===== src/rtl/sidechip_pkg.sv =====
// Package: shared constants for the companion register bank.
// Assumes a 16-bit register word and a byte-addressed bus.
package sidechip_pkg;
    localparam int REG_W    = 16;
    localparam int N_LINES  = 16;

    localparam int OFS_MODE  = 'h00;
    localparam int OFS_CDET  = 'h04;
    localparam int OFS_CSTAT = 'h08;
    localparam int OFS_PWR   = 'h0C;
    localparam int OFS_CCTL  = 'h10;
    localparam int OFS_IREQ  = 'h14;
    localparam int OFS_IMSK  = 'h18;
    localparam int OFS_ISTS  = 'h1C;
    localparam int OFS_DIR   = 'h20;
    localparam int OFS_LVLW  = 'h24;
    localparam int OFS_LVLR  = 'h28;

    // Plain storage words: written and read back unchanged.
    localparam int N_PLAIN = 6;
    localparam int PLAIN_OFS [N_PLAIN] = '{OFS_MODE, OFS_CDET, OFS_CCTL,
                                          OFS_IREQ, OFS_IMSK, OFS_ISTS};

    localparam logic [REG_W-1:0] CSTAT_VAL = 16'h0002;
    localparam logic [REG_W-1:0] PWR_FORCE = 16'h8040;
    localparam int               PWR_TRIG  = 7;

    // Apply the power-word side effect to a write value.
    function automatic logic [REG_W-1:0] pwr_fix(input logic [REG_W-1:0] v);
        return v[PWR_TRIG] ? (v | PWR_FORCE) : v;
    endfunction
endpackage


===== src/rtl/sidechip_ctrl_regs.sv =====
// Module: control register file (mode, card, power, interrupt words).
// Assumes: decode on the full byte address; read data is zero on a miss;
// the card status word is a constant and ignores writes.
module sidechip_ctrl_regs
    import sidechip_pkg::*;
#(
    parameter int ADDR_W = 12
) (
    input  logic              clk,
    input  logic              rst_n,
    input  logic [ADDR_W-1:0] addr,
    input  logic              we,
    input  logic [REG_W-1:0]  wdata,
    output logic [REG_W-1:0]  rdata
);
    logic [REG_W-1:0]   plain_q [N_PLAIN];
    logic [N_PLAIN-1:0] plain_hit;
    logic [REG_W-1:0]   pwr_q;
    logic               pwr_hit;
    logic               cstat_hit;

    assign pwr_hit   = (addr == ADDR_W'(OFS_PWR));
    assign cstat_hit = (addr == ADDR_W'(OFS_CSTAT));

    for (genvar gi = 0; gi < N_PLAIN; gi++) begin : g_plain
        assign plain_hit[gi] = (addr == ADDR_W'(PLAIN_OFS[gi]));
        // Store one plain word on a matching write.
        always_ff @(posedge clk) begin
            if (!rst_n)
                plain_q[gi] <= '0;
            else if (we && plain_hit[gi])
                plain_q[gi] <= wdata;
        end
    end

    // Store the power word with its forced bits.
    always_ff @(posedge clk) begin
        if (!rst_n)
            pwr_q <= '0;
        else if (we && pwr_hit)
            pwr_q <= pwr_fix(wdata);
    end

    // OR together the read contributions of every hit word.
    always_comb begin
        rdata = '0;
        for (int i = 0; i < N_PLAIN; i++)
            if (plain_hit[i]) rdata = rdata | plain_q[i];
        if (pwr_hit)   rdata = rdata | pwr_q;
        if (cstat_hit) rdata = rdata | CSTAT_VAL;
    end

    // bit 7 written high forces bits 15 and 6.
    p_power_force_r3: assert property (@(posedge clk) disable iff (!rst_n)
        (we && pwr_hit && wdata[PWR_TRIG]) |=> (pwr_q[15] && pwr_q[6]));

    // a write elsewhere leaves the power word alone.
    p_power_hold_r11: assert property (@(posedge clk) disable iff (!rst_n)
        !(we && pwr_hit) |=> $stable(pwr_q));
endmodule


===== src/rtl/sidechip_line_core.sv =====
// Module: direction/level storage, output gating and change detection.
// Assumes: outputs are recomputed only on a bus write to direction or
// level; input strobes edit the level silently; bus writes win over strobes.
module sidechip_line_core
    import sidechip_pkg::*;
#(
    parameter int ADDR_W = 12
) (
    input  logic               clk,
    input  logic               rst_n,
    input  logic [ADDR_W-1:0]  addr,
    input  logic               we,
    input  logic [REG_W-1:0]   wdata,
    input  logic [N_LINES-1:0] in_stb,
    input  logic [N_LINES-1:0] in_val,
    output logic [REG_W-1:0]   rdata,
    output logic [N_LINES-1:0] out_lvl,
    output logic [N_LINES-1:0] out_chg
);
    logic [N_LINES-1:0] dir_q, lvl_q, out_q, chg_q;
    logic [N_LINES-1:0] dir_nxt, lvl_in, lvl_nxt, eff_nxt;
    logic               dir_hit, lvl_hit, dir_wr, lvl_wr, upd;

    assign dir_hit = (addr == ADDR_W'(OFS_DIR));
    assign lvl_hit = (addr == ADDR_W'(OFS_LVLW)) || (addr == ADDR_W'(OFS_LVLR));
    assign dir_wr  = we && dir_hit;
    assign lvl_wr  = we && lvl_hit;
    assign upd     = dir_wr || lvl_wr;

    // Work out next direction, level and gated output for this cycle.
    always_comb begin
        dir_nxt = dir_wr ? wdata[N_LINES-1:0] : dir_q;
        lvl_in  = (lvl_q & ~in_stb) | (in_val & in_stb);
        lvl_nxt = lvl_wr ? (wdata[N_LINES-1:0] & dir_q) : lvl_in;
        eff_nxt = lvl_nxt & dir_nxt;
    end

    // Hold direction and level, and refresh outputs on an update.
    always_ff @(posedge clk) begin
        if (!rst_n) begin
            dir_q <= '0;
            lvl_q <= '0;
            out_q <= '0;
            chg_q <= '0;
        end else begin
            dir_q <= dir_nxt;
            lvl_q <= lvl_nxt;
            if (upd) begin
                out_q <= eff_nxt;
                chg_q <= eff_nxt ^ out_q;
            end else begin
                chg_q <= '0;
            end
        end
    end

    // Return direction or level for a matching read.
    always_comb begin
        rdata = '0;
        if (dir_hit)      rdata = REG_W'(dir_q);
        else if (lvl_hit) rdata = REG_W'(lvl_q);
    end

    assign out_lvl = out_q;
    assign out_chg = chg_q;

    // no output is high on a line that is not an output.
    p_out_in_dir_r7: assert property (@(posedge clk) disable iff (!rst_n)
        (out_q & ~dir_q) == '0);

    // the strobe is silent without a direction or level write.
    p_chg_quiet_r8: assert property (@(posedge clk) disable iff (!rst_n)
        !upd |=> (chg_q == '0));

    // the strobe marks exactly the toggled output bits.
    p_chg_diff_r8: assert property (@(posedge clk) disable iff (!rst_n)
        upd |=> (chg_q == (out_q ^ $past(out_q))));

    // outputs hold while only strobes or other writes arrive.
    p_out_hold_r9: assert property (@(posedge clk) disable iff (!rst_n)
        !upd |=> $stable(out_q));

    // a bus level write overrides strobes and is masked by old direction.
    p_bus_wins_r10: assert property (@(posedge clk) disable iff (!rst_n)
        lvl_wr |=> (lvl_q == ($past(wdata[N_LINES-1:0]) & $past(dir_q))));
endmodule


===== src/rtl/sidechip_gpio_regs.sv =====
// Module: top of the companion register bank. Splits the bus between the
// control register file and the line core and merges their read data.
// Assumes: one access per cycle; read data is combinational on bus_addr.
module sidechip_gpio_regs
    import sidechip_pkg::*;
#(
    parameter int ADDR_W = 12
) (
    input  logic               clk,
    input  logic               rst_n,
    input  logic [ADDR_W-1:0]  bus_addr,
    input  logic               bus_we,
    input  logic [REG_W-1:0]   bus_wdata,
    output logic [REG_W-1:0]   bus_rdata,
    input  logic [N_LINES-1:0] line_in_stb,
    input  logic [N_LINES-1:0] line_in_val,
    output logic [N_LINES-1:0] line_out,
    output logic [N_LINES-1:0] line_chg
);
    logic [REG_W-1:0] ctrl_rd, line_rd;

    sidechip_ctrl_regs #(.ADDR_W(ADDR_W)) u_ctrl (
        .clk   (clk),
        .rst_n (rst_n),
        .addr  (bus_addr),
        .we    (bus_we),
        .wdata (bus_wdata),
        .rdata (ctrl_rd)
    );

    sidechip_line_core #(.ADDR_W(ADDR_W)) u_line (
        .clk     (clk),
        .rst_n   (rst_n),
        .addr    (bus_addr),
        .we      (bus_we),
        .wdata   (bus_wdata),
        .in_stb  (line_in_stb),
        .in_val  (line_in_val),
        .rdata   (line_rd),
        .out_lvl (line_out),
        .out_chg (line_chg)
    );

    // Merge the read data; the two decoders never hit together.
    assign bus_rdata = ctrl_rd | line_rd;

    // an unaligned address always reads zero.
    p_unaligned_zero_r11: assert property (@(posedge clk) disable iff (!rst_n)
        (bus_addr[1:0] != 2'b00) |-> (bus_rdata == '0));
endmodule


===== config.mk =====
export PLATFORM = sky130hd
export DESIGN_NAME = sidechip_gpio_regs
export DESIGN_NICKNAME = d
export VERILOG_FILES = /design/src/rtl/sidechip_pkg.sv /design/src/rtl/sidechip_ctrl_regs.sv /design/src/rtl/sidechip_line_core.sv /design/src/rtl/sidechip_gpio_regs.sv
export SDC_FILE = /design/constraint.sdc
export NUM_CORES = 1
export LEC_CHECK = 0
export BUFFER_PORTS_ARGS = -buffer_cell sky130_fd_sc_hd__buf_4
export CAP_MARGIN = 25
export CORE_MARGIN = 5
export CORE_UTILIZATION = 50
export DETAILED_ROUTE_END_ITERATION = 8
export GPL_TIMING_DRIVEN = 0
export PLACE_DENSITY = 0.7
export SLEW_MARGIN = 20
export SYNTH_ARGS = -nofsm -noshare
export SYNTH_HDL_FRONTEND = slang
export SYNTH_SLANG_ARGS = --single-unit

===== constraint.sdc =====
create_clock -name clk -period 3.99 [get_ports clk]
set_input_delay 0.399 -clock clk [delete_from_list [all_inputs] [get_ports clk]]
set_output_delay 0.399 -clock clk [all_outputs]
set_load 0.02 [all_outputs]

==> flow_metrics.env <==
export IMPL_final_cell_mix="buf_4 (108), nand2_1 (105), and2_1 (98)"
export IMPL_gr_usage_all_layers_pct=24.71
export IMPL_p_sw_share_pct=21.37
export IMPL_fin_setup_tns_ns=0
export IMPL_antenna_found_initial=0
export IMPL_ir_worst_vdd_v=0.0003263
export IMPL_synthCells=784
export IMPL_grt_overflow=0
export IMPL_p_leak_nw=3.870
export IMPL_ys_seq_area_share_pct=53.46
export IMPL_power_density_nw_per_um2=391.8
export IMPL_syn_num_nets=847
export IMPL_fmax_mhz=277.2
export IMPL_synthDominantCellAreaShare_pct=34.37
export IMPL_ant_nets=0
export IMPL_switchingPower_uw=845.3
export IMPL_fillers=1345
export IMPL_htreeDepth=4
export IMPL_start_util_pct=50.76
export IMPL_grt_max_degree=17
export IMPL_worstPathRequired_ns=3.59
export IMPL_fin_crit_sh_pct=90.41
export IMPL_dpl_cell_area_um2=9480
export IMPL_skew_ns=0.008002
export IMPL_drive_above_1_share_pct=21.99
export IMPL_period_needed_ns=3.607
export IMPL_die_y_um=139.5
export IMPL_cap_violations=0
export IMPL_path_clk_slew_ns=0.06
export IMPL_antennaDiodeCount=0
export IMPL_clkPwrFrac_pct=44.3
export IMPL_power_frac_seq_pct=50.3
export IMPL_vias_per_cell=5.974
export IMPL_num_rows=47
export IMPL_path_class="in2out"
export IMPL_final_hold_violation_count=0
export IMPL_grt_pass1_wl_um=37760
export IMPL_min_path_type="in2reg"
export IMPL_yosys_area_top_type="edfxtp_1"
export IMPL_yosysUniqueCellTypes=51
export IMPL_intPower_mw=3.111
export IMPL_netlist_area_um2=8388
export IMPL_layout_nets=973
export IMPL_fp_coreArea_um2=16520
export IMPL_synth_edf_count=96
export IMPL_dieArea_um2=19470
export IMPL_slew_headroom_pct=26.46
export IMPL_root_buffer="clkbuf_16"
export IMPL_tightestPinTransition_ns=1.093
export IMPL_async_reset_ff_share_pct=0
export IMPL_cp_max_fo=10
export IMPL_vias=6828
export IMPL_rsz0062_at_grt="no"
export IMPL_end_kind="output port"
export IMPL_syn_to_final_growth_pct=20.38
export IMPL_cts_tree="yes"
export IMPL_startpoint_type="input pin"
export IMPL_outcome="completed"
export IMPL_drt_first_pass_iters=7
export IMPL_postLayoutCellArea_um2=10100
export IMPL_yosysWarnings=0
export IMPL_cts_sinks=176
export IMPL_syn_avg_cell_area_um2=10.70
export IMPL_hold_buffers=0
export IMPL_reg2reg_depth=4
export IMPL_cts_buffers=17
export IMPL_cts_resized=0
export IMPL_drt_total_wl_um=24170
export IMPL_synth_seq_cells=176
export IMPL_hpwlAfterDp_um=17700
export IMPL_final_common_cell="buf_4"
export IMPL_wl_per_cell_um=21.15
export IMPL_holdPathStages=3
export IMPL_routabilityCongestion=0.8921
export IMPL_grt_pass1_vias=6817
export IMPL_drtIter0Drc=770
export IMPL_synth_area_leaders="edfxtp_1 (34%), dfxtp_1 (19%), and2_1 (7.3%)"
export IMPL_clock_latency_ns=0.43
export IMPL_drc=0
export IMPL_die_w_um=139.5
export IMPL_setup_violations_final=0
export IMPL_cts_buffer_depth=2
export IMPL_io_pin_count=111
export IMPL_post_cts_setup_buffer_count=0
export IMPL_io_buffers=107
export IMPL_combPwrFrac_pct=5.4
export IMPL_crit_arrival_ns=3.21
export IMPL_finalMaxSlewViolations=0
export IMPL_yosys_most_used_dff="edfxtp_1"
-- path summary, 6_finish.rpt --
path / endpoint / from / slack [ns]
setup reg to reg: u_line.out_chg[12] / u_line.lvl_q[12] / 2.58
hold / removal: u_ctrl.pwr_q[11] / bus_wdata[11] / 0.28
hold reg to reg: u_ctrl.pwr_q[0] / u_ctrl.pwr_q[0] / 0.45
setup / recovery: bus_rdata[12] / bus_addr[7] / 0.38
-- final cells by class --
class	instances	area, µm²	share of cell area [%]
Multi-Input combinational cell	549	3656	36.21
Clock buffer	20	446.7	4.424
Sequential cell	176	4484	44.41
Buffer	57	259.0	2.565
Clock inverter	12	165.2	1.636
Timing Repair Buffer	107	803.3	7.955
Inverter	2	7.507	0.07435
Tap cell	220	275.3	2.726
-- registers in the layout, indices dropped and copies added, names as in the netlist --
signal          count
u_ctrl.plain_q     96
u_ctrl.pwr_q       16
u_line.dir_q       16
u_line.lvl_q       16
u_line.out_chg     16
u_line.out_lvl     16
-- metal layers --
layer	wire, µm	GRT usage [%]	vias up
li1	-	-	3134
met1	10220	33.15	3358
met2	11750	40.71	287
met3	1530	3.568	49
met4	672	9.578	0
met5	0	0	-
-- kinds of logic after synthesis --
family	count (synthesis)	share of synthesized area, %
DFF	176	53.46
muxes	51	6.384
AOI/OAI and AO/OA	135	11.14
and+or+nand+nor	362	25.73
xor gates and xnor gates	1	0.1044
buffers and inverters	59	3.177
-- worst max-delay path, cell delays in order --
cell and delay, ns:
buf_4 0.10, or4_1 0.50, buf_2 0.20, buf_2 0.23
nor4_4 0.65, clkbuf_1 0.55, a222oi_1 0.29, nand3_1 0.13
buf_4 0.14
-- power by group through the flow --
stage	logic, mW	registers, mW	clock network (mW)
after detailed placement	0.212	2.03	0
after CTS	0.213	1.99	1.75
final	0.215	1.99	1.75
after global routing	0.230	1.99	1.84
after global placement	0.206	2.03	0
after floorplan	0.104	2.02	0
-- cells in the mapped netlist, types with 6 or more instances --
library cell	count
a222oi_1	20
and3_1	20
nor2b_1	17
and4_1	8
a22oi_1	14
mux2i_1	31
nand4_1	23
and2_1	98
a21boi_1	24
clkbuf_1	31
a221oi_1	6
buf_2	21
a21oi_1	32
nand2_1	105
edfxtp_1	96
o21ai_0	25
nor2_1	6
a21boi_0	6
mux2_2	20
nand2b_1	19
dfxtp_1	80
and3b_1	11
nor3_1	8
nand3_1	12
-- through the flow --
| stage | instances | setup slack (ns) | hold WS (ns) | total power, mW | utilization (%) |
|---|---|---|---|---|---|
| CTS | 1143 | 0.4124 | 0.2694 | 3.955 | 61.07 |
| detailed placement | 1111 | 0.2668 | 0.4449 | 2.240 | 57.37 |
| global placement | 1111 | 0.06606 | 0.4400 | 2.232 | 57.29 |
| floorplan | 784 | 0.6786 | 0.4345 | 2.121 | - |
| finish | 1143 | 0.3827 | 0.2770 | 3.956 | 61.10 |
| global route | 1143 | 0.2442 | 0.2797 | 4.060 | 61.10 |
No activity file was read; power rests on OpenSTA's default activity.
